===== src/rtl/fdm_pkg.sv =====
// Package: shared field positions of the fractional divider tick mux.
// Assumes 32-bit control and divide words with the binary point at bit 12.
package fdm_pkg;
    localparam int CTL_SEL_LSB  = 0;   // select field starts here
    localparam int CTL_SEL_MAXW = 4;   // room for up to 16 sources
    localparam int CTL_EN_BIT   = 4;   // enable
    localparam int CTL_BUSY_BIT = 7;   // read-only status position
    localparam int DIV_POINT    = 12;  // integer part starts at this bit
endpackage


===== src/rtl/fdm_src_select.sv =====
// Module: picks one tick stream by index; index 0 and indices past the
// last source act as ground. Assumes N_SRC >= 2.
module fdm_src_select #(
    parameter int N_SRC = 16,
    parameter int SEL_W = 4
) (
    input  logic [N_SRC-1:0] src_tick,
    input  logic [SEL_W-1:0] sel,
    output logic             sel_tick
);
    // Purpose: route the chosen source, forcing ground for index 0.
    always_comb begin
        sel_tick = 1'b0;
        if (sel != '0 && int'(sel) < N_SRC)
            sel_tick = src_tick[sel];
    end
endmodule


===== src/rtl/fdm_phase_acc.sv =====
// Module: first-order phase accumulator. Each input tick adds 2^FRAC_W.
// A pulse is issued and the divisor removed once the sum reaches the
// divisor. Assumes DW = INT_W + FRAC_W >= 1; at most one pulse per tick.
module fdm_phase_acc #(
    parameter int INT_W  = 12,
    parameter int FRAC_W = 12
) (
    input  logic                    clk,
    input  logic                    rst_n,
    input  logic                    en,
    input  logic                    restart,
    input  logic                    tick_in,
    input  logic [INT_W+FRAC_W-1:0] divisor,
    output logic                    pulse
);
    localparam int DW = INT_W + FRAC_W;
    localparam int AW = DW + 1;
    localparam logic [AW-1:0] STEP = AW'(1) << FRAC_W;

    logic [AW-1:0] acc_q, sum, rem, div_ext;
    logic          hit, live;

    // Purpose: form the next phase and decide whether this tick fires.
    always_comb begin
        div_ext = {1'b0, divisor};
        sum     = acc_q + STEP;
        rem     = sum - div_ext;
        live    = tick_in && (divisor != '0);
        hit     = live && (sum >= div_ext);
    end

    // Purpose: hold the phase and the registered output pulse.
    always_ff @(posedge clk) begin
        if (!rst_n) begin
            acc_q <= '0;
            pulse <= 1'b0;
        end else if (!en || restart) begin
            acc_q <= '0;
            pulse <= 1'b0;
        end else begin
            pulse <= hit;
            if (live)
                acc_q <= hit ? ((rem >= div_ext) ? '0 : rem) : sum;
        end
    end
endmodule


===== src/rtl/fracdiv_tick_mux.sv =====
// Module: fractional divider tick mux top. Selects a tick source and
// divides it by a fixed-point ratio, or passes it through when both
// widths are zero. Assumes N_SRC <= 16, FRAC_W <= 12, INT_W <= 20.
module fracdiv_tick_mux
    import fdm_pkg::*;
#(
    parameter int N_SRC  = 16,
    parameter int INT_W  = 12,
    parameter int FRAC_W = 12
) (
    input  logic             clk,
    input  logic             rst_n,
    input  logic [N_SRC-1:0] src_tick,
    input  logic [31:0]      ctl_word,
    input  logic [31:0]      div_word,
    output logic             tick_out,
    output logic             busy
);
    localparam int SEL_W   = (N_SRC > 1) ? $clog2(N_SRC) : 1;
    localparam int DW      = INT_W + FRAC_W;
    localparam int DIV_LSB = DIV_POINT - FRAC_W;

    logic [SEL_W-1:0] sel, sel_q;
    logic             en, sel_tick, restart;
    logic             unused_bits;

    assign sel         = ctl_word[CTL_SEL_LSB +: SEL_W];
    assign en          = ctl_word[CTL_EN_BIT];
    assign restart     = (sel != sel_q);
    assign unused_bits = ^{ctl_word, div_word};

    fdm_src_select #(.N_SRC(N_SRC), .SEL_W(SEL_W)) u_select (
        .src_tick (src_tick),
        .sel      (sel),
        .sel_tick (sel_tick)
    );

    // Purpose: remember the last select and publish the enable state.
    always_ff @(posedge clk) begin
        if (!rst_n) begin
            sel_q <= '0;
            busy  <= 1'b0;
        end else begin
            sel_q <= sel;
            busy  <= en;
        end
    end

    generate
        if (DW == 0) begin : g_bypass
            logic pass_q;
            // Purpose: undivided, registered pass-through of the source.
            always_ff @(posedge clk) begin
                if (!rst_n) pass_q <= 1'b0;
                else        pass_q <= en && sel_tick;
            end
            assign tick_out = pass_q;
        end else begin : g_divide
            logic [DW-1:0] divisor;
            assign divisor = div_word[DIV_LSB +: DW];
            fdm_phase_acc #(.INT_W(INT_W), .FRAC_W(FRAC_W)) u_acc (
                .clk     (clk),
                .rst_n   (rst_n),
                .en      (en),
                .restart (restart),
                .tick_in (sel_tick),
                .divisor (divisor),
                .pulse   (tick_out)
            );
        end
    endgenerate
endmodule


===== config.mk =====
export PLATFORM = sky130hd
export DESIGN_NAME = fracdiv_tick_mux
export DESIGN_NICKNAME = d
export VERILOG_FILES = /design/src/rtl/fdm_pkg.sv /design/src/rtl/fdm_src_select.sv /design/src/rtl/fdm_phase_acc.sv /design/src/rtl/fracdiv_tick_mux.sv
export SDC_FILE = /design/constraint.sdc
export NUM_CORES = 1
export LEC_CHECK = 0
export ABC_AREA = 1
export BUFFER_PORTS_ARGS = -buffer_cell sky130_fd_sc_hd__buf_4
export CAP_MARGIN = 40
export CORE_MARGIN = 4
export CORE_UTILIZATION = 57
export DETAILED_ROUTE_END_ITERATION = 7
export PLACE_DENSITY = 0.83
export SYNTH_ARGS = -nofsm -noshare
export SYNTH_HDL_FRONTEND = slang
export SYNTH_SLANG_ARGS = --single-unit

===== constraint.sdc =====
create_clock -name clk -period 4.61 [get_ports clk]
set_input_delay 0.461 -clock clk [delete_from_list [all_inputs] [get_ports clk]]
set_output_delay 0.461 -clock clk [all_outputs]
set_load 0.03 [all_outputs]

==> run summary <==
Result of the run - finished, final reports clean
Count of synthesis-stage warnings from yosys - 0
Routed vias - 4278
Most frequent standard cell in the layout excluding fill and tap cells - nand2_1
Number of standard-cell rows in the floorplan - 30
Mean instance size in the synthesized netlist - 6.15 um^2
Share of cells above drive strength 1 - 0.137
Accumulated negative setup slack - 0 ns
Post-Synthesis Cells - 655
Layout Area Growth over Synthesis - 13.1%
Setup crit end kind - register
Max rail drop VDD - 0.000102 V
Power Dens Cells - 165 mW/mm^2
Max Fanout on Critical Path - 9
Sort of element at the start of the critical path - register
Synthesized cell area - 0.00403 mm^2
Slew at the pin closest to its max-slew limit - 0.624 ns
Die X - 92.0 um
Reg clk slew, reported paths - 0.07 ns
Area enclosed by the die boundary - 0.00847 mm^2
Root Driver - clkbuf_8
LEAKAGE - 2.44 nW
Most frequent cells in the layout - nand2_1, inv_1, ha_1, nor2_1, nand3_1
Final weighted congestion of routability-driven global placement - 0.998
TritonCTS clock tree - yes
Floorplan core area - 0.00683 mm^2
Worst setup skew after layout - 0.00961 ns
Post-synth net total - 787
Pin count of the biggest net entering global routing - 20
DRC errors left - 0
Worst min-delay path class - in2reg
Number of max-cap violations - 0
Initial DRC count - 301
Latest clock arrival within the worst-skew pair - 0.29 ns
Worst hold-check slack - 0.383 ns
Min Tclk post-route - 4.28 ns
Worst slew margin relative to its limit - 0.580
Final-stage net count - 833
Max-slew violation count - 0
Number of inserted diodes - 0
Max Clock Freq - 234 MHz
DR WL/cell - 14.1 um
Overall track demand over capacity in global routing - 0.263
Sequential cell area - 621 um^2
First-pass iteration count of the detailed router - 5
Post-detailed-route via-to-cell ratio - 5.36
Antenna violations before repair - 0
Post-synth cell types - 40
Required time of the critical path - 4.83 ns
Clock Path Buffers - 2
Setup repair after global routing missed its margin - false
Wire length of the first global-routing pass - 18000 um
Sequential fraction of the synthesis area - 0.154
WS Path Type - reg2reg
Detailed placement HPWL - 9170 um
Count of port buffers added during placement - 47
Total of fill cells in the finished design - 656
Arrival @ worst endpoint - 4.50 ns
H-tree depth - 2
Post-route clock period utilization - 0.928
Sinks on the clock net - 31
Initial core utilization - 0.589
Number of CTS-inserted buffers - 5
Post-DRT Antenna Nets - 0
Synthesized flop and latch total - 31
Top-level I/O count - 84
Total global routing overflow - 0
Final wirelength - 11200 um
Number of global-route vias before repair - 3994
Y dimension of the die - 92.0 um
Post-CTS repair timing setup buffer count - 0
Hold violation total from the final report - 0
Setup violations, final - 0
Multi-input gate area - 0.00297 mm^2
## worst max-delay path, stage by stage, from the launching register on
cell	delay, ns
dfxtp_1	0.39
nand3_1	0.18
nor3b_2	0.25
nand2_1	0.11
nor2_1	0.16
xor2_1	0.28
inv_1	0.13
ha_1	0.39
nand2_1	0.12
nor2_1	0.18
nand2_1	0.09
nor2_1	0.09
nand2_1	0.08
nand4_1	0.12
nand2_1	0.10
ha_1	0.31
a21oi_1	0.15
nor2_1	0.06
nor2_1	0.08
o21a_1	0.15
nand2_2	0.07
nor2_4	0.15
and2_2	0.35
nand3_2	0.11
a21oi_2	0.12
## cell usage after synthesis (all sizes together)
master / count / area (um^2)
nand2: 209 / 832
inv: 100 / 378
nor2: 56 / 245
nand3: 53 / 290
ha: 49 / 613
a21oi: 42 / 236
dfxtp: 31 / 621
o21ai: 31 / 155
xor2: 25 / 219
nand4: 14 / 93.8
buf: 7 / 62.6
xnor2: 7 / 61.3
a31oi: 4 / 25.0
o21bai: 4 / 30.0
nand3b: 3 / 22.5
nor3: 3 / 15.0
a211oi: 2 / 15.0
a21o: 2 / 15.0
and2: 2 / 15.0
clkbuf: 2 / 7.51
nor3b: 2 / 15.0
nor4: 2 / 12.5
a21boi: 1 / 7.51
clkinv: 1 / 3.75
fa: 1 / 20.0
o21a: 1 / 7.51
or2: 1 / 6.26
## registers in the layout (all words and copies together), names as in the netlist
register and count:
busy 1, g_divide.u_acc.acc_q 25, g_divide.u_acc.pulse 1, sel_q 4
## timing repair
item | 4_1_cts | 5_1_grt
setup endpoints to repair | 0 | 19
endpoints found under the hold margin | 0 | 0
gates resized for setup | 0 | 1
hold buffers | 0 | 0
## final timing paths
path                                    to  cells past startpoint  slack (ns)                      from
hold / removal                        busy                      3        0.38               ctl_word[4]
setup / recovery  g_divide.u_acc.acc_q[17]                     24        0.33  g_divide.u_acc.acc_q[14]
hold reg to reg   g_divide.u_acc.acc_q[24]                      2        0.48  g_divide.u_acc.acc_q[24]
setup reg to reg  g_divide.u_acc.acc_q[17]                     24        0.33  g_divide.u_acc.acc_q[14]
## cells by family after synthesis
kind of cell,count (synthesis),synth area share
buf+inv,110,0.112
fa+ha+maj,50,0.157
xor+xnor,32,0.0696
simple gates,345,0.385
compound gates,87,0.122
flops,31,0.154
## power by group
group / leakage (nW) / internal (mW) / switching (mW)
Sequential: 0.251 / 0.270 / 0.00109
Clock: 0.0581 / 0.161 / 0.114
Combinational: 2.13 / 0.0826 / 0.124
## per-layer routing
layer,vias up,wire [um],global-route usage
met4,0,230,0.0743
met1,1896,4730,0.324
li1,2202,-,-
met2,162,5460,0.474
met3,18,823,0.0353
met5,-,0,0
## per-stage QoR
stage               power (mW)  area (um^2)  instances   util  setup slack [ns]
CTS                      0.753         4540        797  0.665             0.390
global placement         0.473         4430        789  0.648             0.510
detailed placement       0.480         4430        789  0.648             0.450
floorplan                0.413         4030        655      -             0.980
finish                   0.753         4550        798  0.666             0.332
global route             0.793         4550        798  0.666           0.00441
## layout make-up
| cell class | count | share of cell area |
|---|---|---|
| well taps | 96 | 0.0264 |
| multi-input cells | 515 | 0.651 |
| clock buffers | 5 | 0.0151 |
| inverters | 101 | 0.0838 |
| flip-flops and latches | 31 | 0.136 |
| repair buffers | 47 | 0.0775 |
| clock inverters | 3 | 0.00962 |
Note: power is estimated with default switching activity, not from simulation.
